## config.mk

```make
export PLATFORM = sky130hd
export DESIGN_NAME = bytecache_ctrl
export DESIGN_NICKNAME = d
export VERILOG_FILES = /design/src/rtl/bcache_pkg.sv /design/src/rtl/bcache_phase.sv /design/src/rtl/bcache_tags.sv /design/src/rtl/bcache_data.sv /design/src/rtl/bcache_seq.sv /design/src/rtl/bytecache_ctrl.sv
export SDC_FILE = /design/constraint.sdc
export NUM_CORES = 2
export LEC_CHECK = 0
export BUFFER_PORTS_ARGS = -buffer_cell sky130_fd_sc_hd__buf_2
export CAP_MARGIN = 40
export CORE_ASPECT_RATIO = 1.25
export CORE_MARGIN = 10
export CORE_UTILIZATION = 63
export DETAILED_ROUTE_END_ITERATION = 7
export PLACE_DENSITY = 0.79
export SYNTH_ARGS = -nofsm -noshare
export SYNTH_HDL_FRONTEND = slang
export SYNTH_SLANG_ARGS = --single-unit
export TNS_END_PERCENT = 100
```

## constraint.sdc

```tcl
create_clock -name clk -period 3.7 [get_ports clk]
set_input_delay 0.185 -clock clk [delete_from_list [all_inputs] [get_ports clk]]
set_output_delay 0.185 -clock clk [all_outputs]
set_load 0.05 [all_outputs]
```

## src/rtl/bcache_pkg.sv

```systemverilog
package bcache_pkg;

    typedef enum logic [2:0] {
        ST_IDLE,
        ST_LOOK,
        ST_DECIDE,
        ST_BUS,
        ST_FLUSH
    } seq_state_e;

    typedef logic [1:0] phase_t;

    localparam phase_t PH_SAMPLE = 2'd1;
    localparam phase_t PH_FIRST  = 2'd0;

    typedef struct packed {
        logic stall;
        logic done;
        logic bus_req;
        logic bus_write;
    } seq_flags_t;

    function automatic phase_t next_phase(input phase_t cur);
        return phase_t'(cur + 2'd1);
    endfunction

endpackage

```

## src/rtl/bcache_phase.sv

```systemverilog
module bcache_phase
    import bcache_pkg::*;
(
    input  logic   clk,
    input  logic   rst,
    input  logic   hold,
    input  logic   restart,
    output phase_t ph
);

    always_ff @(posedge clk) begin
        if (rst) begin
            ph <= PH_FIRST;
        end else if (restart) begin
            ph <= PH_FIRST;
        end else if (!hold) begin
            ph <= next_phase(ph);
        end
    end

endmodule

```

## src/rtl/bcache_tags.sv

```systemverilog
module bcache_tags #(
    parameter int BANK_W = 8,
    parameter int UP_W   = 10,
    parameter int IDX_W  = 6,
    parameter logic [BANK_W-1:0] INV_BANK = 8'hEF
) (
    input  logic              clk,
    input  logic              rst,
    input  logic              rd_en,
    input  logic [IDX_W-1:0]  rd_idx,
    input  logic [BANK_W-1:0] cmp_bank,
    input  logic [UP_W-1:0]   cmp_up,
    output logic              hit,
    input  logic              wr_en,
    input  logic [IDX_W-1:0]  wr_idx,
    input  logic [BANK_W-1:0] wr_bank,
    input  logic [UP_W-1:0]   wr_up
);

    localparam int DEPTH = 1 << IDX_W;

    logic [BANK_W-1:0] bank_mem [DEPTH];
    logic [UP_W-1:0]   up_mem   [DEPTH];
    logic [BANK_W-1:0] bank_q;
    logic [UP_W-1:0]   up_q;

    always_ff @(posedge clk) begin
        if (rst) begin
            for (int i = 0; i < DEPTH; i++) begin
                bank_mem[i] <= INV_BANK;
                up_mem[i]   <= '0;
            end
            bank_q <= INV_BANK;
            up_q   <= '0;
        end else begin
            if (wr_en) begin
                bank_mem[wr_idx] <= wr_bank;
                up_mem[wr_idx]   <= wr_up;
            end
            if (rd_en) begin
                bank_q <= bank_mem[rd_idx];
                up_q   <= up_mem[rd_idx];
            end
        end
    end

    always_comb begin
        hit = (bank_q == cmp_bank) && (up_q == cmp_up) && (cmp_bank != INV_BANK);
    end

endmodule

```

## src/rtl/bcache_data.sv

```systemverilog
module bcache_data #(
    parameter int DATA_W = 8,
    parameter int IDX_W  = 6
) (
    input  logic              clk,
    input  logic              rst,
    input  logic              rd_en,
    input  logic [IDX_W-1:0]  rd_idx,
    output logic [DATA_W-1:0] rd_q,
    input  logic              wr_en,
    input  logic [IDX_W-1:0]  wr_idx,
    input  logic [DATA_W-1:0] wr_val
);

    localparam int DEPTH = 1 << IDX_W;

    logic [DATA_W-1:0] mem [DEPTH];

    always_ff @(posedge clk) begin
        if (wr_en) begin
            mem[wr_idx] <= wr_val;
        end
    end

    always_ff @(posedge clk) begin
        if (rst) begin
            rd_q <= '0;
        end else if (rd_en) begin
            rd_q <= mem[rd_idx];
        end
    end

endmodule

```

## src/rtl/bcache_seq.sv

```systemverilog
module bcache_seq
    import bcache_pkg::*;
#(
    parameter int ADDR_W = 24,
    parameter int DATA_W = 8,
    parameter int IDX_W  = 6
) (
    input  logic              clk,
    input  logic              rst,
    input  phase_t            ph,
    input  logic              cpu_valid,
    input  logic              cpu_we,
    input  logic [ADDR_W-1:0] cpu_addr,
    input  logic [DATA_W-1:0] cpu_wdata,
    input  logic              flush,
    input  logic              mem_ack,
    input  logic [DATA_W-1:0] mem_rdata,
    input  logic              hit,
    input  logic [DATA_W-1:0] data_q,
    output logic              cpu_stall,
    output logic              cpu_done,
    output logic [DATA_W-1:0] cpu_rdata,
    output logic              mem_req,
    output logic              mem_we,
    output logic [ADDR_W-1:0] mem_addr,
    output logic [DATA_W-1:0] mem_wdata,
    output logic              ph_hold,
    output logic              ph_restart,
    output logic              lookup,
    output logic [ADDR_W-1:0] req_addr,
    output logic              data_wr_en,
    output logic [IDX_W-1:0]  data_wr_idx,
    output logic [DATA_W-1:0] data_wr_val,
    output logic              tag_wr_en,
    output logic              tag_wr_inval,
    output logic [IDX_W-1:0]  tag_wr_idx
);

    seq_state_e        state, state_n;
    logic              req_we;
    logic [DATA_W-1:0] req_wd;
    logic              hit_q;
    logic [IDX_W-1:0]  walk;
    logic              walk_last;
    logic              read_hit;
    logic              bus_fin;
    logic [IDX_W-1:0]  req_idx;
    seq_flags_t        flags;

    assign req_idx   = req_addr[IDX_W-1:0];
    assign walk_last = (walk == {IDX_W{1'b1}});
    assign lookup    = (state == ST_IDLE) && !flush && cpu_valid && (ph == PH_SAMPLE);
    assign read_hit  = (state == ST_DECIDE) && hit_q && !req_we;
    assign bus_fin   = (state == ST_BUS) && mem_ack;

    always_comb begin
        state_n = state;
        unique case (state)
            ST_IDLE: begin
                if (flush) begin
                    state_n = ST_FLUSH;
                end else if (lookup) begin
                    state_n = ST_LOOK;
                end
            end
            ST_LOOK:   state_n = ST_DECIDE;
            ST_DECIDE: state_n = read_hit ? ST_IDLE : ST_BUS;
            ST_BUS:    state_n = mem_ack ? ST_IDLE : ST_BUS;
            ST_FLUSH:  state_n = walk_last ? ST_IDLE : ST_FLUSH;
            default:   state_n = ST_IDLE;
        endcase
    end

    always_ff @(posedge clk) begin
        if (rst) begin
            state    <= ST_IDLE;
            req_addr <= '0;
            req_we   <= 1'b0;
            req_wd   <= '0;
            hit_q    <= 1'b0;
            walk     <= '0;
        end else begin
            state <= state_n;
            if (lookup) begin
                req_addr <= cpu_addr;
                req_we   <= cpu_we;
                req_wd   <= cpu_wdata;
            end
            if (state == ST_LOOK) begin
                hit_q <= hit;
            end
            if (state == ST_IDLE) begin
                walk <= '0;
            end else if (state == ST_FLUSH) begin
                walk <= walk + 1'b1;
            end
        end
    end

    always_comb begin
        flags.stall     = ((state == ST_DECIDE) && !read_hit) ||
                          (state == ST_BUS) || (state == ST_FLUSH);
        flags.done      = read_hit || bus_fin;
        flags.bus_req   = (state == ST_BUS);
        flags.bus_write = (state == ST_BUS) && req_we;
    end

    assign cpu_stall = flags.stall;
    assign cpu_done  = flags.done;
    assign mem_req   = flags.bus_req;
    assign mem_we    = flags.bus_write;
    assign mem_addr  = flags.bus_req ? req_addr : '0;
    assign mem_wdata = flags.bus_write ? req_wd : '0;

    always_comb begin
        if (read_hit) begin
            cpu_rdata = data_q;
        end else if (bus_fin && !req_we) begin
            cpu_rdata = mem_rdata;
        end else begin
            cpu_rdata = '0;
        end
    end

    assign ph_hold    = (state == ST_BUS) || (state == ST_FLUSH);
    assign ph_restart = bus_fin || ((state == ST_FLUSH) && walk_last);

    assign data_wr_en  = ((state == ST_DECIDE) && req_we && hit_q) || (bus_fin && !req_we);
    assign data_wr_idx = req_idx;
    assign data_wr_val = req_we ? req_wd : mem_rdata;

    assign tag_wr_en    = (bus_fin && !req_we) || (state == ST_FLUSH);
    assign tag_wr_inval = (state == ST_FLUSH);
    assign tag_wr_idx   = (state == ST_FLUSH) ? walk : req_idx;

endmodule

```

## src/rtl/bytecache_ctrl.sv

```systemverilog
module bytecache_ctrl
    import bcache_pkg::*;
#(
    parameter int BANK_W = 8,
    parameter int OFF_W  = 16,
    parameter int IDX_W  = 6,
    parameter int DATA_W = 8,
    parameter logic [BANK_W-1:0] INV_BANK = 8'hEF
) (
    input  logic                      clk,
    input  logic                      rst,
    input  logic                      cpu_valid,
    input  logic                      cpu_we,
    input  logic [BANK_W+OFF_W-1:0]   cpu_addr,
    input  logic [DATA_W-1:0]         cpu_wdata,
    input  logic                      flush,
    output logic                      cpu_stall,
    output logic                      cpu_done,
    output logic [DATA_W-1:0]         cpu_rdata,
    output logic                      mem_req,
    output logic                      mem_we,
    output logic [BANK_W+OFF_W-1:0]   mem_addr,
    output logic [DATA_W-1:0]         mem_wdata,
    input  logic                      mem_ack,
    input  logic [DATA_W-1:0]         mem_rdata
);

    localparam int ADDR_W = BANK_W + OFF_W;
    localparam int UP_W   = OFF_W - IDX_W;

    phase_t            ph;
    logic              ph_hold;
    logic              ph_restart;
    logic              lookup;
    logic [ADDR_W-1:0] req_addr;
    logic              hit;
    logic [DATA_W-1:0] data_q;
    logic              data_wr_en;
    logic [IDX_W-1:0]  data_wr_idx;
    logic [DATA_W-1:0] data_wr_val;
    logic              tag_wr_en;
    logic              tag_wr_inval;
    logic [IDX_W-1:0]  tag_wr_idx;
    logic [BANK_W-1:0] tag_wr_bank;
    logic [UP_W-1:0]   tag_wr_up;

    assign tag_wr_bank = tag_wr_inval ? INV_BANK : req_addr[ADDR_W-1:OFF_W];
    assign tag_wr_up   = tag_wr_inval ? '0 : req_addr[OFF_W-1:IDX_W];

    bcache_phase u_phase (
        .clk     (clk),
        .rst     (rst),
        .hold    (ph_hold),
        .restart (ph_restart),
        .ph      (ph)
    );

    bcache_tags #(
        .BANK_W   (BANK_W),
        .UP_W     (UP_W),
        .IDX_W    (IDX_W),
        .INV_BANK (INV_BANK)
    ) u_tags (
        .clk      (clk),
        .rst      (rst),
        .rd_en    (lookup),
        .rd_idx   (cpu_addr[IDX_W-1:0]),
        .cmp_bank (req_addr[ADDR_W-1:OFF_W]),
        .cmp_up   (req_addr[OFF_W-1:IDX_W]),
        .hit      (hit),
        .wr_en    (tag_wr_en),
        .wr_idx   (tag_wr_idx),
        .wr_bank  (tag_wr_bank),
        .wr_up    (tag_wr_up)
    );

    bcache_data #(
        .DATA_W (DATA_W),
        .IDX_W  (IDX_W)
    ) u_data (
        .clk    (clk),
        .rst    (rst),
        .rd_en  (lookup),
        .rd_idx (cpu_addr[IDX_W-1:0]),
        .rd_q   (data_q),
        .wr_en  (data_wr_en),
        .wr_idx (data_wr_idx),
        .wr_val (data_wr_val)
    );

    bcache_seq #(
        .ADDR_W (ADDR_W),
        .DATA_W (DATA_W),
        .IDX_W  (IDX_W)
    ) u_seq (
        .clk          (clk),
        .rst          (rst),
        .ph           (ph),
        .cpu_valid    (cpu_valid),
        .cpu_we       (cpu_we),
        .cpu_addr     (cpu_addr),
        .cpu_wdata    (cpu_wdata),
        .flush        (flush),
        .mem_ack      (mem_ack),
        .mem_rdata    (mem_rdata),
        .hit          (hit),
        .data_q       (data_q),
        .cpu_stall    (cpu_stall),
        .cpu_done     (cpu_done),
        .cpu_rdata    (cpu_rdata),
        .mem_req      (mem_req),
        .mem_we       (mem_we),
        .mem_addr     (mem_addr),
        .mem_wdata    (mem_wdata),
        .ph_hold      (ph_hold),
        .ph_restart   (ph_restart),
        .lookup       (lookup),
        .req_addr     (req_addr),
        .data_wr_en   (data_wr_en),
        .data_wr_idx  (data_wr_idx),
        .data_wr_val  (data_wr_val),
        .tag_wr_en    (tag_wr_en),
        .tag_wr_inval (tag_wr_inval),
        .tag_wr_idx   (tag_wr_idx)
    );

endmodule

```

After elaboration in Yosys (flattened, before gate mapping) --
Memory sizes are Yosys's and may differ from the RTL's. A register that Yosys moved wholly into a read port is not among the register bits. Index checks and enable logic that the tools add are counted. Widths: inputs -> output; s select.
Word-level totals: register bits 45, memory bits (writable) 1664, output and inout port bits 44, logic and storage cells 78, memories kept 3
Memory list:
- u_tags.up_mem | depth 64, width 10, read ports 1, clocked after Yosys merged registers in 1, write ports 64, line bcache_tags.sv:23 | logic [UP_W-1:0] up_mem [DEPTH];
- u_data.mem | depth 64, width 8, read ports 1, clocked after Yosys merged registers in 1, write ports 1, line bcache_data.sv:17 | logic [DATA_W-1:0] mem [DEPTH];
- u_tags.bank_mem | depth 64, width 8, read ports 1, clocked after Yosys merged registers in 1, write ports 64, line bcache_tags.sv:22 | logic [BANK_W-1:0] bank_mem [DEPTH];
Cells by class: add/sub/neg operators 2, eq/ne operators 10, mux-type cells 27, reductions and logical operators 29
Operator list (number):
- $mux 8 | 6
- $mux 24 | 1
- $mux 10 | 2
- $mux 6 | 3
- $pmux 3 s5 | 1
- $logic_and 1x1->1 | 14
- $eq 10x10->1 | 1
- $reduce_or 10->1 | 1
- $mux 1 | 9
- $mux 3 | 3
- $eq 8x8->1 | 1
- $ne 8x8->1 const B | 1
- $reduce_or 8->1 | 1
- $logic_or 1x1->1 | 7
- $add 6x1->6 const B | 1
- $eq 3x2->1 const B | 2
- $eq 6x6->1 const B | 1
- $mux 2 | 2
- $reduce_or 2->1 | 2
- $eq 3x1->1 const B | 1
- $eq 3x3->1 const B | 1
- $logic_not 1->1 | 3
- $logic_not 3->1 | 1
- $ne 3x3->1 const B | 1
- other kinds (2) | 2

Longest topological paths before layout --
depth in word-level cells 9, gate-level depth with buffers 10

Hierarchy --
A second synthesis with hierarchy kept.
Unflattened totals: cells, all modules 5108, area total of the unflattened synthesis 77282.9 µm²
By module, submodules not included:
- bcache_tags | times used 1, cells an instance 3733, area each 54247.0 µm², seq. area each 34953.5 µm²
- bcache_data | times used 1, cells an instance 1048, area each 20243.2 µm², seq. area each 15534.9 µm²
- bcache_seq | times used 1, cells an instance 301, area each 2565.0 µm², seq. area each 860.8 µm²
- bytecache_ctrl | times used 1, cells an instance 19, area each 133.9 µm², seq. area each 0.0 µm²
- bcache_phase | times used 1, cells an instance 7, area each 93.8 µm², seq. area each 40.0 µm²

Worst setup path after synthesis --
Ideal clock, no wire load.
kind register to register, start register u_seq.state[0], end memory u_tags.bank_mem[4][0] (enable), data arrival time 2.573 ns, path slack 0.753 ns, stages on the path, launching flop included 9, period minus slack after synthesis 2.947 ns, path through dfxtp_1 or3b_1 buf_4 buf_6 mux2_4 nor3_4 nand3_2 buf_2 nand2_1
RTL lines:
- from (decl) | line bcache_seq.sv:39 | seq_state_e state, state_n;
- from (signal assigned) | line bcache_seq.sv:83 | state <= state_n;
- to (decl) | line bcache_tags.sv:22

Worst setup path after layout --
start register u_seq.state[0], end output cpu_rdata[6]
Between the ends: longest elaborated chain between the ends 5, elaborated cells on any way between the ends 8
Ends and longest elaborated chain:
- $eq 3x2->1 | line bcache_seq.sv:54 | assign bus_fin = (state == ST_BUS) && mem_ack;
- $logic_and 1x1->1 | line bcache_seq.sv:54
- $logic_and 1x1->1 | line bcache_seq.sv:118 | end else if (bus_fin && !req_we) begin
- $mux 8 | line bcache_seq.sv:118
- $mux 8 * | line bcache_seq.sv:116 | if (read_hit) begin
- to (decl) | line bytecache_ctrl.sv:19 | output logic [DATA_W-1:0] cpu_rdata,
Mark *: on every way between the ends. The rest lies on a longest branch, timed or not.

==> flow_metrics.py <==
metrics = {
    "clock_tree": {
        "clk_root_buffer_cell": "clkbuf_16",
        "clk_pin_slew_ns": 0.07,
        "cts_tree": "built",
        "htreeDepth": 4,
        "cts_buffers": 163,
        "insertion_delay_ns": 0.80,
        "clkSinkCount": 1735,
        "cts_resized": 0,
        "clockBufferDepth": 3,
    },
    "timing": {
        "fin_crit_sh_pct": 93.6,
        "finalCriticalPeriod_ns": 3.46,
        "report.final.slew_viol_count": 0,
        "setup_viol": 0,
        "relSlewSlack_pct": 32.3,
        "rsz0062_at_grt": "false",
        "finalHoldViolations": 0,
        "tightestPinTransition_ns": 1.02,
        "max_clock_freq_ghz": 0.289,
        "skew_ns": 0.0363,
        "tns_ns": 0,
    },
    "global_route": {
        "grt_max_degree": 73,
        "overflow": 0,
        "grt_pass1_wl_um": 304000,
        "grt_util_all_layers_pct": 31.3,
        "grt_pass1_vias": 46556,
        "antenna_found_initial": 6,
    },
    "logic_synthesis": {
        "yosysTopAreaCell": "edfxtp_1",
        "postSynthNetCount": 5014,
        "ys_ff_latch": 1735,
        "synthCells": 4966,
        "ys_types": 60,
        "ys.flop_type": "edfxtp_1",
        "async_reset_ff_share_pct": 0,
        "synth_top_area_share_pct": 67.3,
        "synth-adder-area-share_pct": 0.0337,
        "synth_compound_area_share_pct": 3.65,
        "synth_top_family_by_area": "multiplexers",
        "syn_area_sq_mm": 0.0742,
        "ys_warn_count": 0,
        "synth_area_per_cell_sq_um": 14.9,
        "synth-edff-count": 1664,
        "synth_xor_area_share_pct": 0.248,
        "synthSimpleGateAreaFrac_pct": 11.1,
        "muxShareOfSynthArea_pct": 13.6,
        "yosys-top-cells-area": "edfxtp_1 67%, mux4_2 9.1%, nor2_1 4.1%",
        "ys_seq_area_share_pct": 69.2,
    },
    "route": {
        "dr.pass1.iters": 6,
        "drt_iter0_drc": 6429,
        "vias_per_cell": 6.70,
        "drcViolationCount": 0,
        "ant_nets": 0,
        "vias": 46450,
        "post_drt_wl_per_cell_um": 30.0,
        "routed_wl_um": 208000,
    },
    "placed_design": {
        "port_buffers": 89,
        "dp_hpwl_um": 135000,
        "gp_congestion": 0.947,
    },
    "pwr": {
        "seq_power_share_pct": 53.2,
        "combPwrFrac_pct": 7.1,
        "ir_drop_mv": 0.607,
        "leakagePower_nw": 26.4,
        "power_frac_clock_pct": 39.7,
        "power_density_mw_per_mm2": 490,
        "switching_power_mw": 9.31,
        "switching_share_pct": 22.6,
        "internal_power_mw": 31.9,
    },
    "worst_setup_path": {
        "reg2reg_slack_ns": 0.26,
        "cpMaxStageDelayCell": "nand2_1",
        "r2r_start": "u_seq.state[0]$_SDFFE_PP0P_",
        "ff2ff_path_depth": 9,
        "arrival_ns": 3.28,
        "timing.rr.end": "u_tags.bank_mem[20][1]$_SDFFCE_PN1P_",
        "cp-endpoint": "cpu_rdata[6]",
        "required_ns": 3.51,
        "crit_fanout": 13,
        "crit_start": "u_seq.state[0]$_SDFFE_PP0P_",
        "crit_path_max_incr_delay_ns": 0.63,
        "end_kind": "output port",
        "crit_chain": "buf_4 > and3b_1 > nand2_1 > o21ai_0 > buf_2",
        "path_class": "reg -> out",
        "critPathLaunchType": "flip-flop",
    },
    "final_layout": {
        "areaGrowthSynthToFinish_pct": 13.4,
        "drive_above_1_share_pct": 23.5,
        "nNetsFinal": 5286,
        "num-fill-cells": 6901,
        "final_core_util_pct": 72.0,
    },
    "floorplan": {
        "dieHeight_um": 404,
        "ios": 90,
        "num_rows": 140,
        "placeableCoreArea_sq_mm": 0.117,
        "fp.dieW_um": 327,
        "start_util_pct": 63.5,
        "dieArea_sq_mm": 0.132,
    },
    "worst_hold_path": {
        "hp-class": "in -> reg",
    },
    "run": {
        "cap_violations": 0,
    },
    "run_status": {
        "status": "completed",
    },
}
[through the flow]
step	power [mW]	cells	worst slack [ns]	hold slack, ns	cell area [sq um]
after floorplan	23.9	4966	0.753	0.282	74200
after CTS	41.2	6929	0.405	0.0330	84200
final	41.2	6930	0.235	0.0708	84200
after detailed placement	25.1	6579	0.444	0.432	78500
after global placement	25.0	6569	0.465	0.426	78300
after global routing	42.1	6929	0.192	0.0572	84200
[state kept, by name, summed over array words and instances (netlist names), 8 cells and up]
signal / cells
u_tags.up_mem: 640
u_data.rd_q: 8
u_tags.bank_q: 8
u_tags.up_q: 10
u_data.mem: 512
u_seq.req_wd: 8
u_seq.req_addr: 24
u_tags.bank_mem: 512
[cells in the final DEF (no fill, tap or decap), types with 41 or more instances in the layout]
| master | Yosys | routed |
|---|---|---|
| a21oi_1 | 53 | 53 |
| a22o_1 | 52 | 52 |
| a22oi_1 | 43 | 43 |
| buf_12 | 0 | 42 |
| buf_2 | 87 | 86 |
| buf_4 | 3 | 304 |
| clkbuf_1 | 264 | 45 |
| clkbuf_16 | 0 | 170 |
| dfxtp_1 | 71 | 71 |
| dlygate4sd3_1 | 0 | 56 |
| edfxtp_1 | 1664 | 1664 |
| mux2_2 | 142 | 142 |
| mux2i_1 | 155 | 155 |
| mux4_2 | 300 | 300 |
| nand2_1 | 661 | 639 |
| nand3_1 | 87 | 87 |
| nor2_1 | 812 | 802 |
| nor3_4 | 41 | 41 |
| o21ai_0 | 45 | 45 |
| o22ai_1 | 62 | 62 |
[layer usage]
metal / track usage, % / part of all wire [%]
met5: 0 / 0.017
met4: 20.2 / 7.4
met3: 7.22 / 11
met2: 50.5 / 48
met1: 38.1 / 33
[area by class of cell]
type	instances	area, sq um	share of cell area [%]
Clock inverter	73	622	0.739
Timing Repair Buffer	495	4240	5.04
Clock buffer	221	4510	5.35
Antenna cell	1	2.50	0.00297
Multi-Input combinational cell	2839	21400	25.5
Tap cell	1562	1950	2.32
Sequential cell	1735	51400	61.1
Inverter	4	16.3	0.0193
[synth_stat cells (18+ instances only)]
cell type	n
edfxtp_1	1664
nor2_1	812
nand2_1	661
mux4_2	300
clkbuf_1	264
mux2i_1	155
mux2_2	142
buf_2	87
nand3_1	87
dfxtp_1	71
o22ai_1	62
a21oi_1	53
a22o_1	52
o21ai_0	45
a22oi_1	43
nor3_4	41
nor3_1	38
a211oi_1	35
and2_1	35
nor3_2	34
buf_1	33
o31ai_1	32
nand3_2	18
[power groups by stage]
stage               combinational (mW)  sequential (mW)  clock [mW]
finish                            2.92             21.9        16.4
global route                      3.01             21.9        17.2
CTS                               2.86             21.9        16.4
detailed placement                2.81             22.3           0
global placement                  2.73             22.3           0
floorplan                         1.65             22.3           0
[worst min path at each step]
| stage | from | slack, ns | cells after the start | endpoint |
|---|---|---|---|---|
| 2_1_floorplan | mem_ack | 0.28 | 1 | u_phase.ph[0]$_SDFFE_PP0N_ |
| 3_3_place_gp | cpu_addr[10] | 0.43 | 3 | u_seq.req_addr[10]$_SDFFE_PP0P_ |
| 3_5_place_dp | cpu_addr[10] | 0.43 | 3 | u_seq.req_addr[10]$_SDFFE_PP0P_ |
| 4_1_cts | cpu_addr[4] | 0.03 | 3 | u_tags.bank_q[7]$_SDFFE_PP1P_ |
| 5_1_grt | cpu_addr[4] | 0.06 | 3 | u_tags.bank_q[7]$_SDFFE_PP1P_ |
| 6_report | cpu_addr[4] | 0.07 | 3 | u_tags.bank_q[7]$_SDFFE_PP1P_ |
[logic make-up after synthesis]
kind of cell,Yosys count
AO/OA/AOI/OAI,387
XOR/XNOR,21
adder cells (fa/ha/maj),2
buffers and inverters,392
flip-flops,1735
multiplexers,606
AND/OR/NAND/NOR,1823
[critical path, delay by kind of cell, from the launching register on]
| family | cells | cell delay (ns) |
|---|---|---|
| DFF | 1 | 0.34 |
| AOI/OAI and AO/OA | 1 | 0.46 |
| buffers and inverters | 2 | 0.51 |
| and+or+nand+nor | 2 | 1.17 |
[repair_timing]
| item | 4_1_cts | 5_1_grt |
|---|---|---|
| hold endpoints to repair | 38 | 0 |
| hold buffers | 56 | 0 |
| setup buffers | 0 | 0 |
Power figures use the tool's default switching activity.
